[src/rtl/ing_pkg.sv]
package ing_pkg;
  localparam int unsigned SAMPLE_W_DEF = 14;

  typedef enum logic {
    FMT_TWOS   = 1'b0,
    FMT_OFFSET = 1'b1
  } fmt_e;

  typedef enum logic {
    MODE_GATED = 1'b0,
    MODE_STUFF = 1'b1
  } mode_e;
endpackage

[src/rtl/ing_rst_sync.sv]
module ing_rst_sync #(
  parameter int unsigned STAGES = 2
) (
  input  logic clk,
  input  logic rst_n,
  output logic rst_s_n
);
  logic [STAGES-1:0] sync_q;
  logic [STAGES-1:0] sync_nxt;

  generate
    if (STAGES == 1) begin : g_one
      always_comb sync_nxt = 1'b1;
    end else begin : g_many
      always_comb sync_nxt = {sync_q[STAGES-2:0], 1'b1};
    end
  endgenerate

  always_ff @(posedge clk or negedge rst_n) begin
    if (!rst_n) sync_q <= '0;
    else        sync_q <= sync_nxt;
  end

  assign rst_s_n = sync_q[STAGES-1];
endmodule

[src/rtl/ing_fmt_conv.sv]
module ing_fmt_conv
  import ing_pkg::*;
#(
  parameter int unsigned W = SAMPLE_W_DEF
) (
  input  logic [W-1:0] raw,
  input  fmt_e         fmt,
  output logic [W-1:0] conv
);
  localparam int unsigned MSB = W - 1;

  always_comb begin
    conv      = raw;
    conv[MSB] = raw[MSB] ^ (fmt == FMT_OFFSET);
  end
endmodule

[src/rtl/ing_stuff_sel.sv]
module ing_stuff_sel
  import ing_pkg::*;
#(
  parameter int unsigned W = SAMPLE_W_DEF
) (
  input  logic [W-1:0] conv,
  input  logic         en,
  input  mode_e        mode,
  input  logic         vld_q,
  output logic [W-1:0] data_nxt,
  output logic         vld_nxt,
  output logic         data_ld
);
  always_comb begin
    data_nxt = en ? conv : '0;
    vld_nxt  = (mode == MODE_STUFF) ? 1'b1 : en;
    // Data is only ever non-zero while valid is high, so an idle gated
    // stream needs no register update.
    data_ld  = en | vld_q | (mode == MODE_STUFF);
  end
endmodule

[src/rtl/ing_sample_ctrl.sv]
module ing_sample_ctrl
  import ing_pkg::*;
#(
  parameter int unsigned SAMPLE_W   = SAMPLE_W_DEF,
  parameter int unsigned RST_STAGES = 2
) (
  input  logic                clk,
  input  logic                rst_n,
  input  logic                cfg_offset_bin,
  input  logic                cfg_zero_stuff,
  input  logic [SAMPLE_W-1:0] smp_in,
  input  logic                smp_en,
  output logic [SAMPLE_W-1:0] smp_out,
  output logic                smp_vld
);
  logic                rst_s_n;
  fmt_e                fmt;
  mode_e               mode;
  logic [SAMPLE_W-1:0] conv;
  logic [SAMPLE_W-1:0] data_nxt;
  logic                vld_nxt;
  logic                data_ld;
  logic [SAMPLE_W-1:0] data_q;
  logic                vld_q;

  assign fmt  = fmt_e'(cfg_offset_bin);
  assign mode = mode_e'(cfg_zero_stuff);

  ing_rst_sync #(.STAGES(RST_STAGES)) u_rst_sync (
    .clk     (clk),
    .rst_n   (rst_n),
    .rst_s_n (rst_s_n)
  );

  ing_fmt_conv #(.W(SAMPLE_W)) u_fmt_conv (
    .raw  (smp_in),
    .fmt  (fmt),
    .conv (conv)
  );

  ing_stuff_sel #(.W(SAMPLE_W)) u_stuff_sel (
    .conv     (conv),
    .en       (smp_en),
    .mode     (mode),
    .vld_q    (vld_q),
    .data_nxt (data_nxt),
    .vld_nxt  (vld_nxt),
    .data_ld  (data_ld)
  );

  always_ff @(posedge clk or negedge rst_s_n) begin
    if (!rst_s_n) begin
      data_q <= '0;
      vld_q  <= 1'b0;
    end else begin
      vld_q <= vld_nxt;
      if (data_ld) data_q <= data_nxt;
    end
  end

  assign smp_out = data_q;
  assign smp_vld = vld_q;
endmodule

[config.mk]
export PLATFORM = sky130hd
export DESIGN_NAME = ing_sample_ctrl
export DESIGN_NICKNAME = d
export VERILOG_FILES = /design/src/rtl/ing_pkg.sv /design/src/rtl/ing_rst_sync.sv /design/src/rtl/ing_fmt_conv.sv /design/src/rtl/ing_stuff_sel.sv /design/src/rtl/ing_sample_ctrl.sv
export SDC_FILE = /design/constraint.sdc
export NUM_CORES = 1
export LEC_CHECK = 0
export BUFFER_PORTS_ARGS = -buffer_cell sky130_fd_sc_hd__buf_2
export CORE_UTILIZATION = 42
export CTS_BUF_LIST = sky130_fd_sc_hd__clkbuf_8
export DETAILED_ROUTE_END_ITERATION = 10
export PLACE_DENSITY_LB_ADDON = 0.25
export SYNTH_ARGS = -nofsm -noshare
export SYNTH_HDL_FRONTEND = slang
export SYNTH_SLANG_ARGS = --single-unit
[constraint.sdc]
create_clock -name clk -period 0.8 [get_ports clk]
set_input_delay 0.12 -clock clk [delete_from_list [all_inputs] [get_ports clk]]
set_output_delay 0.12 -clock clk [all_outputs]
set_load 0.01 [all_outputs]
### Word-level counts from Yosys, hierarchy flattened

Cells that the tools add are included.

* logic and storage cells: 8
* flip-flop bits (word level): 17

* mux-type cells: 2
* bitwise logic cells: 3

Operator list (count)
* 2-to-1 mux 14 bit: 1
* bitwise OR 1 bit: 2
* 2-to-1 mux 1 bit: 1
* bitwise XOR 1 bit: 1

### Longest topological paths before layout

* depth after elaboration: 2
* mapped depth: 3
* gate-level depth less buffers: 2

### Modules after synthesis

From an unflattened synthesis, not the netlist that was laid out.

* cells, all modules: 64
* area total of the unflattened synthesis: 814.5 µm²

By module, submodules not included
* ing_sample_ctrl: area an instance 544.3 µm², instances 1, cells each 30
* ing_stuff_sel: area an instance 110.1 µm², instances 1, cells each 17
* ing_fmt_conv: area an instance 106.4 µm², instances 1, cells each 14
* ing_rst_sync: area an instance 53.8 µm², instances 1, cells each 3

### Least setup slack after synthesis

No wires, ideal clock.

* kind: register to register
* start point: register vld_q, in the netlist smp_vld
* end point: register data_q[0], in the netlist smp_out[0]
* path slack: -80 ps
* cell stages (with the launch flop): 4
* required time: 679 ps
* arrival: 759 ps
* path buffers: 1
* cells stage by stage: dfrtp_1 > nor2_4 > buf_6 > a22o_1

* word-level cells in the longest chain between the ends: 2

Ends and longest elaborated chain
* start: declaration: line ing_sample_ctrl.sv:24 `logic vld_q;`
* start signal: assignment: line ing_sample_ctrl.sv:56 `vld_q <= vld_nxt;`
* bitwise OR 1 bit (2 in a row): line ing_stuff_sel.sv:19 `data_ld = en | vld_q | (mode == MODE_STUFF);`
* end signal: assignment: line ing_sample_ctrl.sv:57 `if (data_ld) data_q <= data_nxt;`
* end: declaration: line ing_sample_ctrl.sv:23 `logic [SAMPLE_W-1:0] data_q;`

No other way between the ends.
A chain may end at the register's enable or synchronous reset.

### Worst setup path after layout

* start point: register vld_q, in the netlist smp_vld
* end point: output smp_vld

RTL lines
* end: declaration: line ing_sample_ctrl.sv:14 `output logic smp_vld`

No word-level cell between the ends.

==> impl_metrics.csv <==
group,metric,value,unit
place,place.gp.congestion,0.682,
critical_path,path_cells,"buf_2",
sta,slew_viol_final,0,
global_routing,grt_overflow,0,
routing,vias,517,
synth,ys_types,9,
routing,drcViolationCount,0,
run_status,status,"finished, violations left",
sta,rsz0062_at_grt,"true",
place,dp_hpwl,902,um
clock_tree,clk_latency,0.24,ns
critical_path,cp-start-kind,"flop",
die,initial_utilization,45.9,%
clock_tree,cts_tree,"yes",
global_routing,antenna_found_initial,0,
routing,drt_first_pass_iters,4,
sta,fin_crit_sh,115,%
critical_path,crit_family,"flip-flops",
clock_tree,cts_root_buf,"clkbuf_8",
power,leakagePower,0.495,nW
clock_tree,cts_buffers,3,
critical_path,worst_ep_arrival_time,0.80,ns
synth,syn_inst,53,
worst_hold_path,min_path_cells,2,
routing,via_per_inst,4.88,
critical_path,reg2reg_to,"smp_out[13]",
power,powerDensity,1900,mW/mm^2
final_layout,fillers,132,
critical_path,slowest_delay,0.40,ns
die,rows,14,
sta,hold_viol,0,
critical_path,worstPathRequired,0.68,ns
final_layout,drive_gt1_share,46.7,%
power,pwr-share-seq,52.0,%
sta,post-route-min-period,0.920,ns
synth,synth_fp_nets,72,
clock_tree,clkTransAtPathRegs,0.06,ns
clock_tree,cts_max_path_buffers,2,
power,power_frac_comb,13.6,%
final_layout,area_delta_synth_final,34.3,%
power,power.switching,0.000418,W
power,pwr-share-clk,34.4,%
sta,max_freq,1090,MHz
die,coreArea,0.00154,sq mm
synth,syn_area_per_cell,13.3,sq um
worst_hold_path,hp-start,"smp_in[8]",
final_layout,stdcell_area,950,sq um
die,dieArea,0.00185,sq mm
place,port_buffers,33,
die,die_h,43.0,um
global_routing,grt_max_degree,30,
routing,wl_per_cell,12.3,um
power,switching_share,23.1,%
place,post_dp_cell_area,871,sq um
worst_hold_path,min_to,"smp_out[8]",
worst_hold_path,min_path_type,"input pin to flop",
critical_path,reg2reg_slack,-0.07,ns
sta,timing.setup.tns,-1.82,ns
sta,skew,0.00118,ns
routing,drtIter0Drc,21,
critical_path,critPathLaunch,"smp_vld",
critical_path,r2r-start,"smp_vld",
final_layout,antennaDiodeCount,0,
power,power,0.00181,W
power,p_int,0.00139,W
routing,ant_nets,0,
die,ios,34,
synth,synth_warnings,0,
critical_path,path_buf_inv,1,
sta,fin_ws,-0.120,ns
critical_path,cp_slowest_cell,"dfrtp_1",
synth,synth_seq_cells,17,
critical_path,critical_path_class,"flop to output pin",
clock_tree,cts.sinks,17,
critical_path,endpoint_kind,"output pin",
die,die_width,43.0,um
sta,finalSetupViolations,29,
job,max-cap-violations,0,
critical_path,crit_fanout,2,
synth,syn_area,707,sq um
global_routing,grt_pass1_wl,2.20,mm
synth,yosysSeqAreaShare,60.2,%
critical_path,r2r_cells,3,
global_routing,grt_pass1_vias,491,
run_status,violations,"negative setup slack",
power,ir_drop,1.37,mV
final_layout,nets,110,
clock_tree,htreeDepth,1,
routing,routed_wl,1.31,mm
global_routing,track_usage,16.0,%
-- placed cells by master, fill, tap and decap left out --
| master | count |
|---|---|
| a22o_1 | 14 |
| clkinv_2 | 1 |
| conb_1 | 1 |
| buf_12 | 1 |
| nor2b_1 | 14 |
| dlygate4sd3_1 | 1 |
| dfrtp_1 | 17 |
| buf_6 | 2 |
| buf_2 | 33 |
| or2_2 | 1 |
| xor2_1 | 1 |
| clkbuf_8 | 3 |
| nor2_4 | 1 |
-- Yosys cell counts, drive strengths merged --
master | n | area, sq um
nor2 | 1 | 11.3
a22o | 14 | 123
dfrtp | 17 | 425
nor2b | 14 | 87.6
xor2 | 1 | 8.76
conb | 1 | 3.75
buf | 4 | 41.3
or2 | 1 | 6.26
-- final cells by class --
class	count	area (sq um)	area share (%)
sequential	17	425	44.8
multi-input combinational	32	240	25.3
timing repair buffer	37	218	22.9
clock inverter	1	5.00	0.527
tap	16	20.0	2.11
clock buffer	3	41.3	4.35
-- cell families (layout without fill, tap and decap cells) --
group,count (synthesis),after routing,share of synthesized area [%]
simple gates,16,16,14.9
flops,17,17,60.2
xor+xnor,1,1,1.24
compound gates,14,14,17.3
other cells,1,1,0.530
buf+inv,4,41,5.84
-- per-stage QoR --
step                util [%]  cells  worst slack (ns)  hold WS, ns
finish                  61.6    106            -0.120        0.100
CTS                     61.6    106            -0.133       0.0937
global route            61.6    106            -0.150       0.0851
floorplan                  -     53           -0.0791       -0.176
detailed placement      56.5     99            -0.140      -0.0934
global placement        56.5     99            -0.133      -0.0938
-- per-layer routing --
layer	wire (um)	GRT usage, %	vias to the layer above
li1	-	-	257
met1	583	21.8	242
met2	642	24.2	18
met3	82	4.68	0
met4	0	5.45	0
met5	0	0	-
-- what timing repair did --
action / in CTS / in global routing
setup buffers: 2 / 0
hold buffers: 1 / 0
hold endpoints to repair: 2 / 0
gates resized for setup: 2 / 0
pin swaps: 5 / 1
endpoints found under the setup margin: 29 / 29
cloned: 0 / 0
-- registers in the layout (all words and copies together) (netlist names) --
register and count:
smp_out 14, smp_vld 1, u_rst_sync.sync_q 2
-- power groups by stage --
stage / registers, W / clock network (W) / logic, W
detailed placement: 0.000954 / 0 / 0.000236
global route: 0.000945 / 0.000696 / 0.000269
global placement: 0.000951 / 0 / 0.000235
finish: 0.000939 / 0.000622 / 0.000246
floorplan: 0.000979 / 0 / 0.000108
CTS: 0.000939 / 0.000644 / 0.000249
-- worst max path at each step --
stage | cells past startpoint | end | slack [ns]
3_5_place_dp | 2 | smp_out[13] | -0.14
3_3_place_gp | 3 | smp_out[2] | -0.13
5_1_grt | 1 | smp_vld | -0.15
4_1_cts | 1 | smp_vld | -0.13
2_1_floorplan | 3 | smp_out[0] | -0.08
6_report | 1 | smp_vld | -0.12
Power figures use the tool's default switching activity.
